===== src/rtl/pwcs_pkg.sv =====
package pwcs_pkg;

    parameter int unsigned PW_ADDR_W = 32;
    parameter int unsigned PW_LEN_W  = 11;
    parameter int unsigned PW_BE_W   = 4;
    parameter int unsigned PW_CLS_W  = 8;

    localparam logic [PW_BE_W-1:0] BE_ALL = {PW_BE_W{1'b1}};

    typedef enum logic {
        CMD_MW  = 1'b0,
        CMD_MWB = 1'b1
    } wr_cmd_e;

    typedef enum logic [1:0] {
        ST_IDLE  = 2'd0,
        ST_ISSUE = 2'd1,
        ST_WAIT  = 2'd2
    } sel_state_e;

    typedef struct packed {
        logic [PW_ADDR_W-1:0] addr;
        logic [PW_LEN_W-1:0]  len;
        logic [PW_BE_W-1:0]   first_be;
        logic [PW_BE_W-1:0]   last_be;
        logic                 ro;
        logic                 ns;
    } wr_seg_t;

    function automatic logic is_pow2(input logic [PW_CLS_W-1:0] v);
        return (v != '0) && ((v & (v - 1'b1)) == '0);
    endfunction

    function automatic logic [PW_ADDR_W-1:0] dw_to_bytes(input logic [PW_LEN_W-1:0] dw);
        return PW_ADDR_W'({dw, 2'b00});
    endfunction

endpackage


===== src/rtl/pwcs_line_check.sv =====
module pwcs_line_check
    import pwcs_pkg::*;
#(
    parameter int unsigned LEN_W = PW_LEN_W,
    parameter int unsigned CLS_W = PW_CLS_W
) (
    input  wr_seg_t           seg,
    input  logic [CLS_W-1:0]  cls_dw,
    output wr_cmd_e           kind
);
    localparam int unsigned IDX_HI = LEN_W + 1;

    logic [LEN_W-1:0] line_mask;
    logic [LEN_W-1:0] dw_idx;
    logic             cls_ok;
    logic             start_ok;
    logic             span_ok;
    logic             be_ok;

    always_comb begin
        cls_ok    = is_pow2(cls_dw);
        line_mask = LEN_W'(cls_dw) - 1'b1;
        dw_idx    = seg.addr[IDX_HI:2];
        start_ok  = (seg.addr[1:0] == 2'b00) && ((dw_idx & line_mask) == '0);
        span_ok   = (seg.len != '0) && ((seg.len & line_mask) == '0);
        be_ok     = (seg.first_be == BE_ALL) &&
                    ((seg.len == LEN_W'(1)) || (seg.last_be == BE_ALL));
        kind      = (cls_ok && start_ok && span_ok && be_ok && !seg.ns) ? CMD_MWB : CMD_MW;
    end

endmodule


===== src/rtl/pwcs_remainder.sv =====
module pwcs_remainder
    import pwcs_pkg::*;
#(
    parameter int unsigned LEN_W = PW_LEN_W
) (
    input  wr_seg_t          seg,
    input  logic [LEN_W-1:0] acc_dw,
    output wr_seg_t          next_seg,
    output logic             all_done
);
    logic [LEN_W-1:0] left_dw;

    always_comb begin
        all_done = (acc_dw >= seg.len);
        left_dw  = seg.len - acc_dw;
        next_seg = seg;
        if (!all_done && (acc_dw != '0)) begin
            next_seg.addr = seg.addr + dw_to_bytes(acc_dw);
            next_seg.len  = left_dw;
            if (left_dw == LEN_W'(1)) begin
                next_seg.first_be = seg.last_be;
                next_seg.last_be  = '0;
            end else begin
                next_seg.first_be = BE_ALL;
                next_seg.last_be  = seg.last_be;
            end
        end
    end

endmodule


===== src/rtl/pwcs_seq_fsm.sv =====
module pwcs_seq_fsm
    import pwcs_pkg::*;
(
    input  logic       clk,
    input  logic       rst,
    input  logic       req_valid,
    input  logic       cmd_ready,
    input  logic       rsp_valid,
    input  logic       rem_done,
    output logic       req_ready,
    output logic       cmd_valid,
    output logic       load_req,
    output logic       load_rem
);
    sel_state_e state_q;
    sel_state_e state_d;

    always_comb begin
        req_ready = (state_q == ST_IDLE);
        cmd_valid = (state_q == ST_ISSUE);
        load_req  = req_ready && req_valid;
        load_rem  = (state_q == ST_WAIT) && rsp_valid && !rem_done;
        state_d   = state_q;
        unique case (state_q)
            ST_IDLE:  if (req_valid) state_d = ST_ISSUE;
            ST_ISSUE: if (cmd_ready) state_d = ST_WAIT;
            ST_WAIT:  if (rsp_valid) state_d = rem_done ? ST_IDLE : ST_ISSUE;
            default:  state_d = ST_IDLE;
        endcase
    end

    always_ff @(posedge clk) begin
        if (rst) state_q <= ST_IDLE;
        else     state_q <= state_d;
    end

endmodule


===== src/rtl/pwcs_cmd_select.sv =====
module pwcs_cmd_select
    import pwcs_pkg::*;
#(
    parameter int unsigned ADDR_W = PW_ADDR_W,
    parameter int unsigned LEN_W  = PW_LEN_W,
    parameter int unsigned BE_W   = PW_BE_W,
    parameter int unsigned CLS_W  = PW_CLS_W
) (
    input  logic              clk,
    input  logic              rst,
    input  logic [CLS_W-1:0]  cls_dw,
    input  logic              req_valid,
    output logic              req_ready,
    input  logic [ADDR_W-1:0] req_addr,
    input  logic [LEN_W-1:0]  req_len,
    input  logic [BE_W-1:0]   req_first_be,
    input  logic [BE_W-1:0]   req_last_be,
    input  logic              req_ro,
    input  logic              req_ns,
    output logic              cmd_valid,
    input  logic              cmd_ready,
    output logic              cmd_kind,
    output logic [ADDR_W-1:0] cmd_addr,
    output logic [LEN_W-1:0]  cmd_len,
    output logic [BE_W-1:0]   cmd_first_be,
    output logic [BE_W-1:0]   cmd_last_be,
    output logic              cmd_ro,
    output logic              cmd_ns,
    input  logic              rsp_valid,
    input  logic [LEN_W-1:0]  rsp_acc_dw
);
    wr_seg_t seg_q;
    wr_seg_t req_seg;
    wr_seg_t rem_seg;
    wr_seg_t load_seg;
    wr_cmd_e kind_q;
    wr_cmd_e load_kind;
    logic    rem_done;
    logic    load_req;
    logic    load_rem;

    always_comb begin
        req_seg.addr     = req_addr;
        req_seg.len      = req_len;
        req_seg.first_be = req_first_be;
        req_seg.last_be  = req_last_be;
        req_seg.ro       = req_ro;
        req_seg.ns       = req_ns;
        load_seg         = load_req ? req_seg : rem_seg;
    end

    pwcs_seq_fsm u_fsm (
        .clk       (clk),
        .rst       (rst),
        .req_valid (req_valid),
        .cmd_ready (cmd_ready),
        .rsp_valid (rsp_valid),
        .rem_done  (rem_done),
        .req_ready (req_ready),
        .cmd_valid (cmd_valid),
        .load_req  (load_req),
        .load_rem  (load_rem)
    );

    pwcs_remainder #(.LEN_W(LEN_W)) u_rem (
        .seg      (seg_q),
        .acc_dw   (rsp_acc_dw),
        .next_seg (rem_seg),
        .all_done (rem_done)
    );

    pwcs_line_check #(.LEN_W(LEN_W), .CLS_W(CLS_W)) u_line (
        .seg    (load_seg),
        .cls_dw (cls_dw),
        .kind   (load_kind)
    );

    always_ff @(posedge clk) begin
        if (rst) begin
            seg_q  <= '0;
            kind_q <= CMD_MW;
        end else if (load_req || load_rem) begin
            seg_q  <= load_seg;
            kind_q <= load_kind;
        end
    end

    always_comb begin
        cmd_kind     = kind_q;
        cmd_addr     = seg_q.addr;
        cmd_len      = seg_q.len;
        cmd_first_be = seg_q.first_be;
        cmd_last_be  = seg_q.last_be;
        cmd_ro       = seg_q.ro;
        cmd_ns       = seg_q.ns;
    end

endmodule


===== config.mk =====
export PLATFORM = sky130hd
export DESIGN_NAME = pwcs_cmd_select
export DESIGN_NICKNAME = d
export VERILOG_FILES = /design/src/rtl/pwcs_pkg.sv /design/src/rtl/pwcs_line_check.sv /design/src/rtl/pwcs_remainder.sv /design/src/rtl/pwcs_seq_fsm.sv /design/src/rtl/pwcs_cmd_select.sv
export SDC_FILE = /design/constraint.sdc
export NUM_CORES = 1
export LEC_CHECK = 0
export BUFFER_PORTS_ARGS = -buffer_cell sky130_fd_sc_hd__buf_2
export CORE_MARGIN = 2
export CORE_UTILIZATION = 48
export DETAILED_ROUTE_END_ITERATION = 10
export PLACE_DENSITY = 0.83
export SYNTH_ARGS = -nofsm -noshare
export SYNTH_HDL_FRONTEND = slang
export SYNTH_SLANG_ARGS = --single-unit

===== constraint.sdc =====
create_clock -name clk -period 2.7 [get_ports clk]
set_input_delay 0.27 -clock clk [delete_from_list [all_inputs] [get_ports clk]]
set_output_delay 0.27 -clock clk [all_outputs]
set_load 0.005 [all_outputs]

# Word level (Yosys, flattened, before mapping)
# Cells that the tools add are included.
# totals
elab_cells,63
out_inout_bits,56
input_bits,77
reg_bits,56
# classes
bitwise_logic,3
n_reduce_logical,28
n_eq_ne,9
addsub,4
mux,9
n_lt_le_gt_ge,1
# ops
op,count
$mux W53,1
$mux W51,1
$add A32 B13 Y32,1
$and A11 B11 Y11,2
$eq A11 B1 Y1 const B,2
$logic_not A11 Y1,2
$reduce_bool A11 Y1,2
$logic_and A1 B1 Y1,12
$ge A11 B11 Y1,1
$sub A11 B11 Y11,1
$sub A8 B1 Y9 const B,1
$and A8 B8 Y8,1
$eq A4 B4 Y1 const B,2
$logic_not A8 Y1,1
$mux W8,1
$reduce_bool A8 Y1,1
$sub A8 B1 Y8 const B,1
$mux W2,3
$pmux W2 S3,1
$logic_not A2 Y1,2
$ne A2 B2 Y1 const B,2
$reduce_and A2 Y1,2
$reduce_and A3 Y1,1
$eq A2 B1 Y1 const B,1
6 further kinds,9

# Depth between registers and ports, before layout
# depth
depth_word,13
ltp_mapped,14
ltp_nobuf,13

# Hierarchy
# From an unflattened synthesis, not the netlist that was laid out.
# hier_totals
cells_unflattened,659
hier_area_um2,5589.1
# modules_own_cells
module,seq_area_each_um2,n_inst,area_each_um2,cells_per_inst
pwcs_cmd_select,1081.0,1,3145.5,299
pwcs_remainder,0.0,1,2023.2,305
pwcs_line_check,0.0,1,301.5,42
pwcs_seq_fsm,40.0,1,118.9,13

# Worst setup path before layout
# Ideal clock, no wire load.
# synth_path
kind,register to register
from,"register seg_q, in the netlist cmd_len[5]"
to,"register seg_q, in the netlist cmd_addr[30]"
path_stages_with_launch,11
setup_ns,0.088
required_ns,2.612
synth_period_minus_slack_ns,2.937
arrival_ns,2.849
slack_ns,-0.237
n_path_buf,1
cell_sequence,dfxtp_1 > ha_1 > buf_2 > and4_1 > o2111ai_1 > and2_4 > nor4_4 > nand2_4 > or3_4 > or3_1 > a311oi_2
# synth_between
elab_chain_cells,5
word_cells_on_any_way,7
classes_between,1 x order compare; 6 x reduce/logical
# synth_lines
item,line_no,text
start: declaration,pwcs_cmd_select.sv:32,wr_seg_t seg_q;
start signal: assignment,pwcs_cmd_select.sv:83,seg_q <= load_seg;
$ge A11 B11 Y1 (*),pwcs_remainder.sv:14,all_done = (acc_dw >= seg.len);
$logic_not A1 Y1 (*),"pwcs_remainder.sv:17, pwcs_seq_fsm.sv:22",
$logic_and A1 B1 Y1 (on tied branches),"pwcs_remainder.sv:17, pwcs_seq_fsm.sv:22",
$reduce_bool A2 Y1 (no source line) / $logic_or A1 B1 Y1 (equally long branches),n/a,
$reduce_and A2 Y1 (no source line) (*),n/a,
# Mark *: on every way between the ends. The rest lies on a longest branch, timed or not.
# A chain may end at the register's enable or synchronous reset.

# Final worst setup path
# layout_path
from,"register seg_q, in the netlist cmd_len[0]"
to,"register seg_q, in the netlist cmd_first_be[2]"
# layout_between
elab_chain_cells,5
word_cells_on_any_way,10
classes_between,1 x add/sub; 1 x order compare; 1 x eq/ne; 3 x mux; 4 x reduce/logical
# layout_lines
item,line_no,text
$sub A11 B11 Y11 / $ge A11 B11 Y1 (equally long branches),"pwcs_remainder.sv:15, pwcs_remainder.sv:14",
$eq A11 B1 Y1 / $logic_not A1 Y1 (equally long branches),"pwcs_remainder.sv:20, pwcs_remainder.sv:17, pwcs_seq_fsm.sv:22",
$mux W8 / $logic_and A1 B1 Y1 (equally long branches),"pwcs_remainder.sv:20, pwcs_remainder.sv:17",
$mux W51,pwcs_remainder.sv:17,if (!all_done && (acc_dw != '0)) begin
$mux W53,pwcs_cmd_select.sv:49,load_seg = load_req ? req_seg : rem_seg;
# Several ways; a longest one is shown, not always the timed one. The select of a mux whose other input is x is not followed.

==> impl_metrics.tcl <==
set metrics [dict create \
    wl_per_cell_um 20.3 \
    fmax_mhz 322 \
    drv_slew 0 \
    cp.required_ns 2.89 \
    diodes 0 \
    synthCells 606 \
    cts_max_level 2 \
    grt_max_degree 57 \
    worst_slack_ns -0.404 \
    routed_via_density 6.60 \
    gp_congestion 1.03 \
    drc 0 \
    synthToLayoutAreaGrowth_pct 53.1 \
    drive_above_1_share 0.440 \
    netlist_area_um2 4440 \
    end_kind "flop" \
    antenna_found_initial 0 \
    crit_family "compound AO/OA/AOI/OAI gates" \
    pre_cts_slack_ns -0.348 \
    finalInstanceArea_um2 6800 \
    start_util 0.487 \
    maxSlewHeadroom 0.545 \
    ys_types 64 \
    ys.flop_type "dfxtp_1" \
    total_power_mw 2.72 \
    synthAdderAreaFrac 0.0936 \
    synth_edf_count 0 \
    io_pins 133 \
    crit_fanout 3 \
    coreArea_um2 9110 \
    yosysSeqAreaShare 0.253 \
    firstDrtPassIters 7 \
    crit_arrival_ns 3.30 \
    hold_viol 0 \
    syn_nets 715 \
    cts_buffers 5 \
    first_global_vias 5981 \
    status "finished, violations left" \
    holdWs_ns 0.174 \
    clk_latency_ns 0.34 \
    max-cap-violations 0 \
    p_leak_nw 3.01 \
    critPathSlowestCell "a211oi_4" \
    setup-tns-final_ns -4.68 \
    cpMostUsedCell "buf_4" \
    yosys.area_share.xor_xnor 0.0395 \
    violations "negative setup slack" \
    ir_worst_vdd_uv 300 \
    async_reset_ff_frac 0 \
    std_cell_rows 35 \
    critical_path_class "flop to flop" \
    via_count 6305 \
    cp_slowest_stage_delay_ns 0.37 \
    synth_compound_area_frac 0.283 \
    p_per_area_nw_per_um2 400 \
    setup.worst_path.start_class "flop" \
    nNetsFinal 953 \
    cts_tree "built" \
    wirelength_um 19500 \
    dieArea_um2 10000 \
    ant_nets 0 \
    hpwl_um 13300 \
    cts.path.max_buffers 2 \
    max_slew.worst_pin.slew_ns 0.682 \
    synth_seq_cells 56 \
    setup_violations 27 \
    numPortBuffers 132 \
    min_period_ns 3.10 \
    yosysWarnings 0 \
    place_area_um2 6020 \
    fin_skew_ns 0.0236 \
    critPathBufInv 4 \
    rsz0062_at_grt "true" \
    cts_sinks 56 \
    syn_area_per_cell_um2 7.33 \
    synth_mux_area_frac 0.00733 \
    drtIter0Drc 717 \
    clk_pin_slew_ns 0.11 \
    grt_pass1_wl_um 28600 \
    clockRootBuffer "clkbuf_8" \
    worstPathCellList "inv_2, ha_4, fa_2, nand2b_4, a211oi_4, buf_4, o31a_1, o221ai_2, a21boi_1, o211a_1, and2_4, buf_4, inv_1, o21ai_1, a21oi_1" \
    min_period_over_period 1.15 \
    grt_usage 0.354 \
    grt-ovfl-total 0 \
    synth_top_family_by_area "compound AO/OA/AOI/OAI gates" \
    die_width_um 100 \
    die_y_um 100 \
    hold_path_class "input port to flop" \
    synth_simple_gate_area_frac 0.278 \
]
## power by group
part / switching [mW] / total, mW / internal [mW]
logic: 0.668 / 1.24 / 0.568
registers: 0.0709 / 0.960 / 0.889
clock network: 0.331 / 0.522 / 0.191
## registers in the layout, indices dropped and copies added, names as in the netlist
register and flops:
cmd_ro 1, cmd_ns 1, cmd_first_be 4, cmd_kind 1
u_fsm.state_q 2, cmd_addr 32, cmd_last_be 4, cmd_len 11
## cell usage after synthesis, drive strengths merged (7+ instances only)
| cell type | instances | area, um2 |
|---|---|---|
| nand4 | 8 | 50.1 |
| a211oi | 15 | 113 |
| nor2 | 103 | 387 |
| a22oi | 7 | 52.6 |
| clkbuf | 23 | 86.3 |
| nand3 | 13 | 65.1 |
| inv | 22 | 82.6 |
| buf | 7 | 36.3 |
| a221oi | 12 | 105 |
| nor4 | 17 | 121 |
| a311oi | 9 | 85.1 |
| xor2 | 8 | 70.1 |
| o21ai | 27 | 135 |
| dfxtp | 56 | 1120 |
| xnor2 | 12 | 105 |
| nor3 | 23 | 115 |
| o211ai | 8 | 60.1 |
| nand2b | 7 | 43.8 |
| or3 | 10 | 67.6 |
| a21o | 7 | 52.6 |
| a21oi | 58 | 298 |
| nand2 | 47 | 184 |
| a31oi | 11 | 68.8 |
| ha | 30 | 375 |
## layout by cell type (no fill, tap or decap), types with 6 or more instances in the layout
master and instances:
buf_2 132, buf_4 121, nor2_1 94, a21oi_1 49
dfxtp_1 46, nand2_1 43, nor3_1 21, inv_1 20
ha_1 19, o21ai_0 17, nor4_1 15, nand3_1 13
xnor2_1 11, a211oi_1 10, ha_4 10, a31oi_1 9
dfxtp_2 9, o211ai_1 8, a21oi_2 8, nand4_1 8
xor2_1 8, a221oi_2 8, or3_1 7, a21o_1 7
o21ai_1 7, a311oi_1 6
## per-layer routing
metal  wire (um)  vias to the layer above  track usage
li1            -                     2729            -
met1        6950                     2899        0.436
met2        8910                      512        0.580
met3        2130                      165       0.0613
met4        1470                        0        0.207
met5           0                        -            0
## per-stage QoR
step           std cells   util
2_1_floorplan        606      -
3_3_place_gp         921  0.661
3_5_place_dp         921  0.661
4_1_cts              939  0.699
5_1_grt              956  0.746
6_report             956  0.746
## area by class of cell
class	count	area, um2
multi-input cells	498	3670
fillers	627	2310
repair buffers	261	1680
flip-flops and latches	56	1140
well taps	111	139
inverters	22	82.6
clock buffers	5	68.8
clock inverters	3	25.0
## final timing paths
| path | from | end | slack, ns | depth (start not counted) |
|---|---|---|---|---|
| max reg2reg | cmd_len[0] | cmd_first_be[2] | -0.40 | 15 |
| min | req_ro | cmd_ro | 0.17 | 3 |
| max | cmd_len[0] | cmd_first_be[2] | -0.40 | 15 |
| min reg2reg | cmd_ro | cmd_ro | 0.47 | 2 |
## timing repair
action	4_1_cts	5_1_grt
endpoints found under the setup margin	34	47
resized for setup	44	71
hold buffers	0	0
buffers inserted	11	18
cloned	0	0
pin swaps	22	47
## cell families (layout without fill, tap and decap cells)
| group | count (synthesis) | after routing |
|---|---|---|
| muxes | 3 | 3 |
| DFF | 56 | 56 |
| AOI/OAI and AO/OA | 187 | 187 |
| buffers and inverters | 52 | 291 |
| adders and majority gates | 32 | 32 |
| and+or+nand+nor | 256 | 256 |
| xor gates and xnor gates | 20 | 20 |
## worst register-to-register path, stage by stage, from the launching register on
cell,delay [ns]
dfxtp_2,0.35
inv_2,0.06
ha_4,0.16
fa_2,0.33
nand2b_4,0.17
a211oi_4,0.37
buf_4,0.18
o31a_1,0.20
o221ai_2,0.14
a21boi_1,0.22
o211a_1,0.26
and2_4,0.17
buf_4,0.11
inv_1,0.05
o21ai_1,0.15
a21oi_1,0.08
Power figures use the tool's default switching activity.
